[config.mk]
export PLATFORM = sky130hd
export DESIGN_NAME = min4_mealy
export DESIGN_NICKNAME = d
export VERILOG_FILES = /design/src/rtl/min4_mealy_pkg.sv /design/src/rtl/min4_mealy_next.sv /design/src/rtl/min4_mealy_out.sv /design/src/rtl/min4_mealy.sv
export SDC_FILE = /design/constraint.sdc
export NUM_CORES = 1
export LEC_CHECK = 0
export ABC_AREA = 1
export BUFFER_PORTS_ARGS = -buffer_cell sky130_fd_sc_hd__buf_2
export CAP_MARGIN = 20
export CORE_AREA = 2 2 39 41
export DETAILED_ROUTE_END_ITERATION = 10
export DIE_AREA = 0 0 41 43
export GPL_TIMING_DRIVEN = 0
export HOLD_SLACK_MARGIN = 0.15
export MAX_ROUTING_LAYER = met4
export PLACE_DENSITY = 0.3
export SYNTH_ARGS = -nofsm -noshare
export SYNTH_HDL_FRONTEND = slang
export SYNTH_HIERARCHICAL = 1
export SYNTH_SLANG_ARGS = --single-unit
[constraint.sdc]
create_clock -name clk -period 1.5 [get_ports clk]
set_clock_uncertainty 0.1 [all_clocks]
set_input_delay 0 -clock clk [delete_from_list [all_inputs] [get_ports clk]]
set_output_delay 0 -clock clk [all_outputs]
set_load 0.05 [all_outputs]
[src/rtl/min4_mealy_pkg.sv]
package min4_mealy_pkg;
  localparam int CLS_W = 2;

  typedef enum logic [CLS_W-1:0] {
    K0 = 2'b00,
    K1 = 2'b01,
    K2 = 2'b10,
    K3 = 2'b11
  } cls_t;

  // class transition of the merged table
  function automatic cls_t cls_step(input cls_t c, input logic x);
    cls_t n;
    unique case (c)
      K0: n = x ? K1 : K0;
      K1: n = x ? K3 : K1;
      K2: n = x ? K0 : K3;
      default: n = x ? K2 : K1;
    endcase
    return n;
  endfunction

  // Mealy output of the merged table
  function automatic logic cls_emit(input cls_t c, input logic x);
    logic z;
    unique case (c)
      K0: z = ~x;
      K1: z = 1'b0;
      K2: z = 1'b1;
      default: z = ~x;
    endcase
    return z;
  endfunction
endpackage

[src/rtl/min4_mealy_next.sv]
module min4_mealy_next
  import min4_mealy_pkg::*;
(
  input  cls_t cur_i,
  input  logic x_i,
  output cls_t nxt_o
);
  always_comb nxt_o = cls_step(cur_i, x_i);
endmodule

[src/rtl/min4_mealy_out.sv]
module min4_mealy_out
  import min4_mealy_pkg::*;
(
  input  cls_t cur_i,
  input  logic x_i,
  output logic z_o
);
  always_comb z_o = cls_emit(cur_i, x_i);
endmodule

[src/rtl/min4_mealy.sv]
module min4_mealy
  import min4_mealy_pkg::*;
(
  input  logic             clk,
  input  logic             rst,
  input  logic             x_in,
  output logic             z_out,
  output logic [CLS_W-1:0] st_code
);
  cls_t cur_q;
  cls_t nxt_w;
  logic z_w;

  min4_mealy_next u_next (
    .cur_i (cur_q),
    .x_i   (x_in),
    .nxt_o (nxt_w)
  );

  min4_mealy_out u_out (
    .cur_i (cur_q),
    .x_i   (x_in),
    .z_o   (z_w)
  );

  always_ff @(posedge clk) begin
    if (rst) cur_q <= K0;
    else     cur_q <= nxt_w;
  end

  assign z_out   = z_w;
  assign st_code = cur_q;
endmodule

== After elaboration in Yosys (flattened, before gate mapping) ==
Cells that the tools add are included.
Widths: inputs -> output; s select.
Word-level totals
  bits in registers: 2
  memories: 0
  RAM bits: 0
  word-level logic and storage cells: 11
  output and inout port bits: 3
  bits in read-only memories: 0
  latch bits: 0
  input bits: 3
Cells by class
  shifts and indexed selects: 0
  $mul: 0
  reduce and logical (&&, ||, !) cells: 1
  magnitude comparators: 0
  multiplexer cells: 6
  eq/ne operators: 2
  add/subtract/negate cells: 0
  divide/modulo/power cells: 0
  bitwise operators: 1
Operators with widths (count)
  $mux 2: 3
  $pmux 2 s3: 1
  $eq 2x1->1 const B: 1
  $eq 2x2->1 const B: 1
  $logic_not 2->1: 1
  $pmux 1 s2: 1
  $mux 1: 1
  $not 1->1: 1

== Longest topological paths before layout ==
  word-level depth: 2
  depth in mapped cells: 5
  gate-level depth less buffers: 5

== By module ==
The synthesis kept the hierarchy.
Modules (own cells, without submodules)
  min4_mealy: times used 1, cells each 6, area each 55.1 sq um, sequential area each 40.0 sq um
  min4_mealy_next: times used 1, cells each 9, area each 42.5 sq um, sequential area each 0.0 sq um
  min4_mealy_out: times used 1, cells each 7, area each 35.0 sq um, sequential area each 0.0 sq um

== Least setup slack after synthesis ==
Ideal clock, no wire load.
  path type: reg2out
  start point: reg cur_q[0], in the netlist st_code[0]
  end point: out z_out
  arrival: 1.464 ns
  buffers on the path: 0
  data required time: 1.400 ns
  stages on the path, launching flop included: 6
  path slack: -0.064 ns
  cells stage by stage: dfxtp_1 -> inv_1 -> ha_1 -> inv_1 -> nand2_1 -> nand2_1
On the way
  word-level cells in the longest chain between the ends: 2
  elaborated cells between the ends (all ways): 3
  those cells by class: 2 x eq/ne; 1 x mux
RTL lines
  start: declaration: line min4_mealy.sv:10  | cls_t cur_q;
  start signal: assignment: line min4_mealy.sv:28  | else cur_q <= nxt_w;
  $eq 2x2->1 / $eq 2x1->1 (equally long branches): line min4_mealy_pkg.sv:26  | unique case (c)
  $pmux 1 s2 (*): line min4_mealy_pkg.sv:26
  end: declaration: line min4_mealy.sv:7  | output logic z_out,
Mark *: on every way between the ends. The rest lies on a longest branch, timed or not.

== Worst setup path in the final report ==
Ends and elaborated chain as after synthesis.

==> run_results.csv <==
group,metric,value,unit
grt,grt_pass1_vias,151,
finish,design_area,241,um^2
grt,grt_pass1_wl,524,um
finish,syn_to_final_growth,82.1,%
detailed_routing,drtAntennaViolNets,0,
logic_synthesis,synth_cell_types,9,
placement,dp_hpwl,212,um
cts,cts_buffers,3,
logic_synthesis,async_flop_share,0,
setup_path,startpoint_type,"flop",
logic_synthesis,yosys-top-cells-area,"dfxtp_1 30%, inv_1 20%, nand2_1 14%, ha_1 9.4%, nor2_1 8.5%",
sta,max_freq,713,MHz
finish,largest_register_ffs,2,
logic_synthesis,synth-xor-area-share,0,
setup_path,path_cells,"inv_1 -> ha_1 -> inv_1 -> nand2_1 -> nand2_1 -> buf_2",
setup_path,rrSetupSlack,0.13,ns
sta,rsz0062_at_grt,"no",
detailed_routing,via_count,145,
detailed_routing,drt_iter0_drc,0,
cts,htree_levels,1,
cts,clk_transition_reported_paths,0.03,ns
setup_path,crit_fanout,4,
sta,tightest_slew,0.249,ns
logic_synthesis,mappedNetlistArea,133,um^2
logic_synthesis,synth.most_common_cell,"inv_1",
floorplanning,core_area,1380,um^2
setup_path,cp.required,1.40,ns
detailed_routing,first_pass_iters,1,
sta,setup_viol,0,
logic_synthesis,synth_top_area_frac,0.302,
logic_synthesis,synth-main-ff-cell,"dfxtp_1",
cts,postCtsSetupBuffers,0,
logic_synthesis,synth_compound_area_frac,0.0660,
floorplanning,die-area,1760,um^2
logic_synthesis,synth_top_family_by_area,"simple AND/OR/NAND/NOR gates",
logic_synthesis,synth_warnings,6,
finish,final_util,0.175,
grt,grt_usage,0.0483,
floorplanning,boundaryPins,6,
hold_path,min_path_type,"in -> reg",
sta,slew_headroom,0.835,
setup_path,slowest_stage,"dfxtp_2",
setup_path,worst-setup-path-type,"reg -> out",
cts,ctsLongestPathBuffers,2,
sta,layout_min_cycle_time,1.40,ns
cts,clk_latency,0.22,ns
logic_synthesis,synth_adder_area_share,0.0943,
cts,cts_sinks,2,
placement,place_ws,0.327,ns
placement,dpl.cell_count,43,
placement,dpl_cell_area,180,um^2
sta,hold_viol_final,0,
setup_path,cp-end-kind,"output pin",
floorplanning,initial_utilization,0.0958,
grt,grt_max_degree,5,
finish,layout.nets,39,
detailed_routing,wl,286,um
setup_path,slowest_delay,0.34,ns
pwr,peakVddDrop,0.400,mV
logic_synthesis,synth-simple-area-share,0.311,
job,cap_viol_max_count,0,
logic_synthesis,post-synth-top-area-cell,"dfxtp_1",
floorplanning,rows,14,
logic_synthesis,syn_avg_cell_area,6.03,um^2
floorplanning,die_height,43,um
logic_synthesis,synthesis.instances,22,
cts,root_buffer,"clkbuf_4",
grt,grt-ovfl-total,0,
placement,gp_congestion,0.588,
setup_path,worstPathArrival,1.30,ns
logic_synthesis,synthMuxAreaShare,0,
sta,fin_crit_sh,0.935,
logic_synthesis,yosysSeqAreaShare,0.302,
detailed_routing,via_per_inst,2.96,
detailed_routing,drcViolationCount,0,
finish,diodes,0,
sta,setup-tns-final,0,ns
floorplanning,die_w,41,um
logic_synthesis,syn_nets,26,
pwr,power.density,1060,nW/um^2
detailed_routing,wl_per_cell,5.84,um
sta,finalMaxSlewViolations,0,
sta,setup_slack,0.0977,ns
grt,antenna_found_initial,0,
finish,fin_cells,49,
logic_synthesis,synth_seq_cells,2,
logic_synthesis,yosys-top-cells-count,"7 x inv_1, 5 x nand2_1, 3 x nor2_1",
cts,tritoncts,"yes",
placement,io_buffers,5,
outcome,status,"complete, no violations",
pwr,p_leak,0.145,nW
logic_synthesis,synth_edf_count,0,
finish,drive_above_1_share,0.394,
cells by family after synthesis:
family                   after synthesis
flip-flops                             2
buffers and inverters                  8
adder cells (fa/ha/maj)                1
AO/OA/AOI/OAI                          1
AND/OR/NAND/NOR                       10
layer usage:
metal | global-route usage | part of all wire | routed length, um | vias to the layer above
li1 | - | - | - | 83
met1 | 0.0575 | 0.57 | 162 | 56
met2 | 0.0531 | 0.31 | 90 | 6
met3 | 0.0314 | 0.12 | 33 | 0
met4 | 0.0400 | 0 | 0 | 0
met5 | - | 0 | 0 | -
final cells by class:
class	instances	area, um^2
tap	16	20.0
sequential	2	42.5
clock buffer	3	22.5
multi-input combinational	12	62.6
fill	152	1140
timing repair buffer	8	63.8
inverter	8	30.0
placed cells by master, fill, tap and decap left out, types with 2 or more instances in the layout:
| cell | instances |
|---|---|
| nand2_1 | 5 |
| inv_1 | 7 |
| buf_2 | 4 |
| dlygate4sd3_1 | 2 |
| clkbuf_4 | 3 |
| nor2_1 | 3 |
| dfxtp_2 | 2 |
report_power, final:
part	internal [mW]	switching (mW)	total (mW)
Sequential	0.0590	0.00481	0.0638
Combinational	0.0269	0.0490	0.0759
Clock	0.0880	0.0272	0.115
worst max-delay path, delay by kind of cell (launching register included):
kind	cells	cell delay, ns
flops	1	0.34
buf+inv	3	0.36
fa+ha+maj	1	0.30
simple gates	2	0.09
metrics by stage:
step                hold slack (ns)  power, mW
floorplan                   -0.0362      0.115
global placement             0.0682      0.132
detailed placement           0.0659      0.131
CTS                           0.371      0.260
global route                  0.293      0.273
finish                        0.223      0.255
worst paths after layout:
kind | from | end | cells past startpoint
max | st_code[0] | z_out | 6
min | x_in | st_code[1] | 7
max reg2reg | st_code[1] | st_code[0] | 6
min reg2reg | st_code[1] | st_code[1] | 4
what timing repair did:
item	4_1_cts	5_1_grt
endpoints found under the setup margin	0	1
hold endpoints to repair	2	0
hold buffers	3	0
gates resized for setup	0	3
Power figures use the tool's default switching activity.
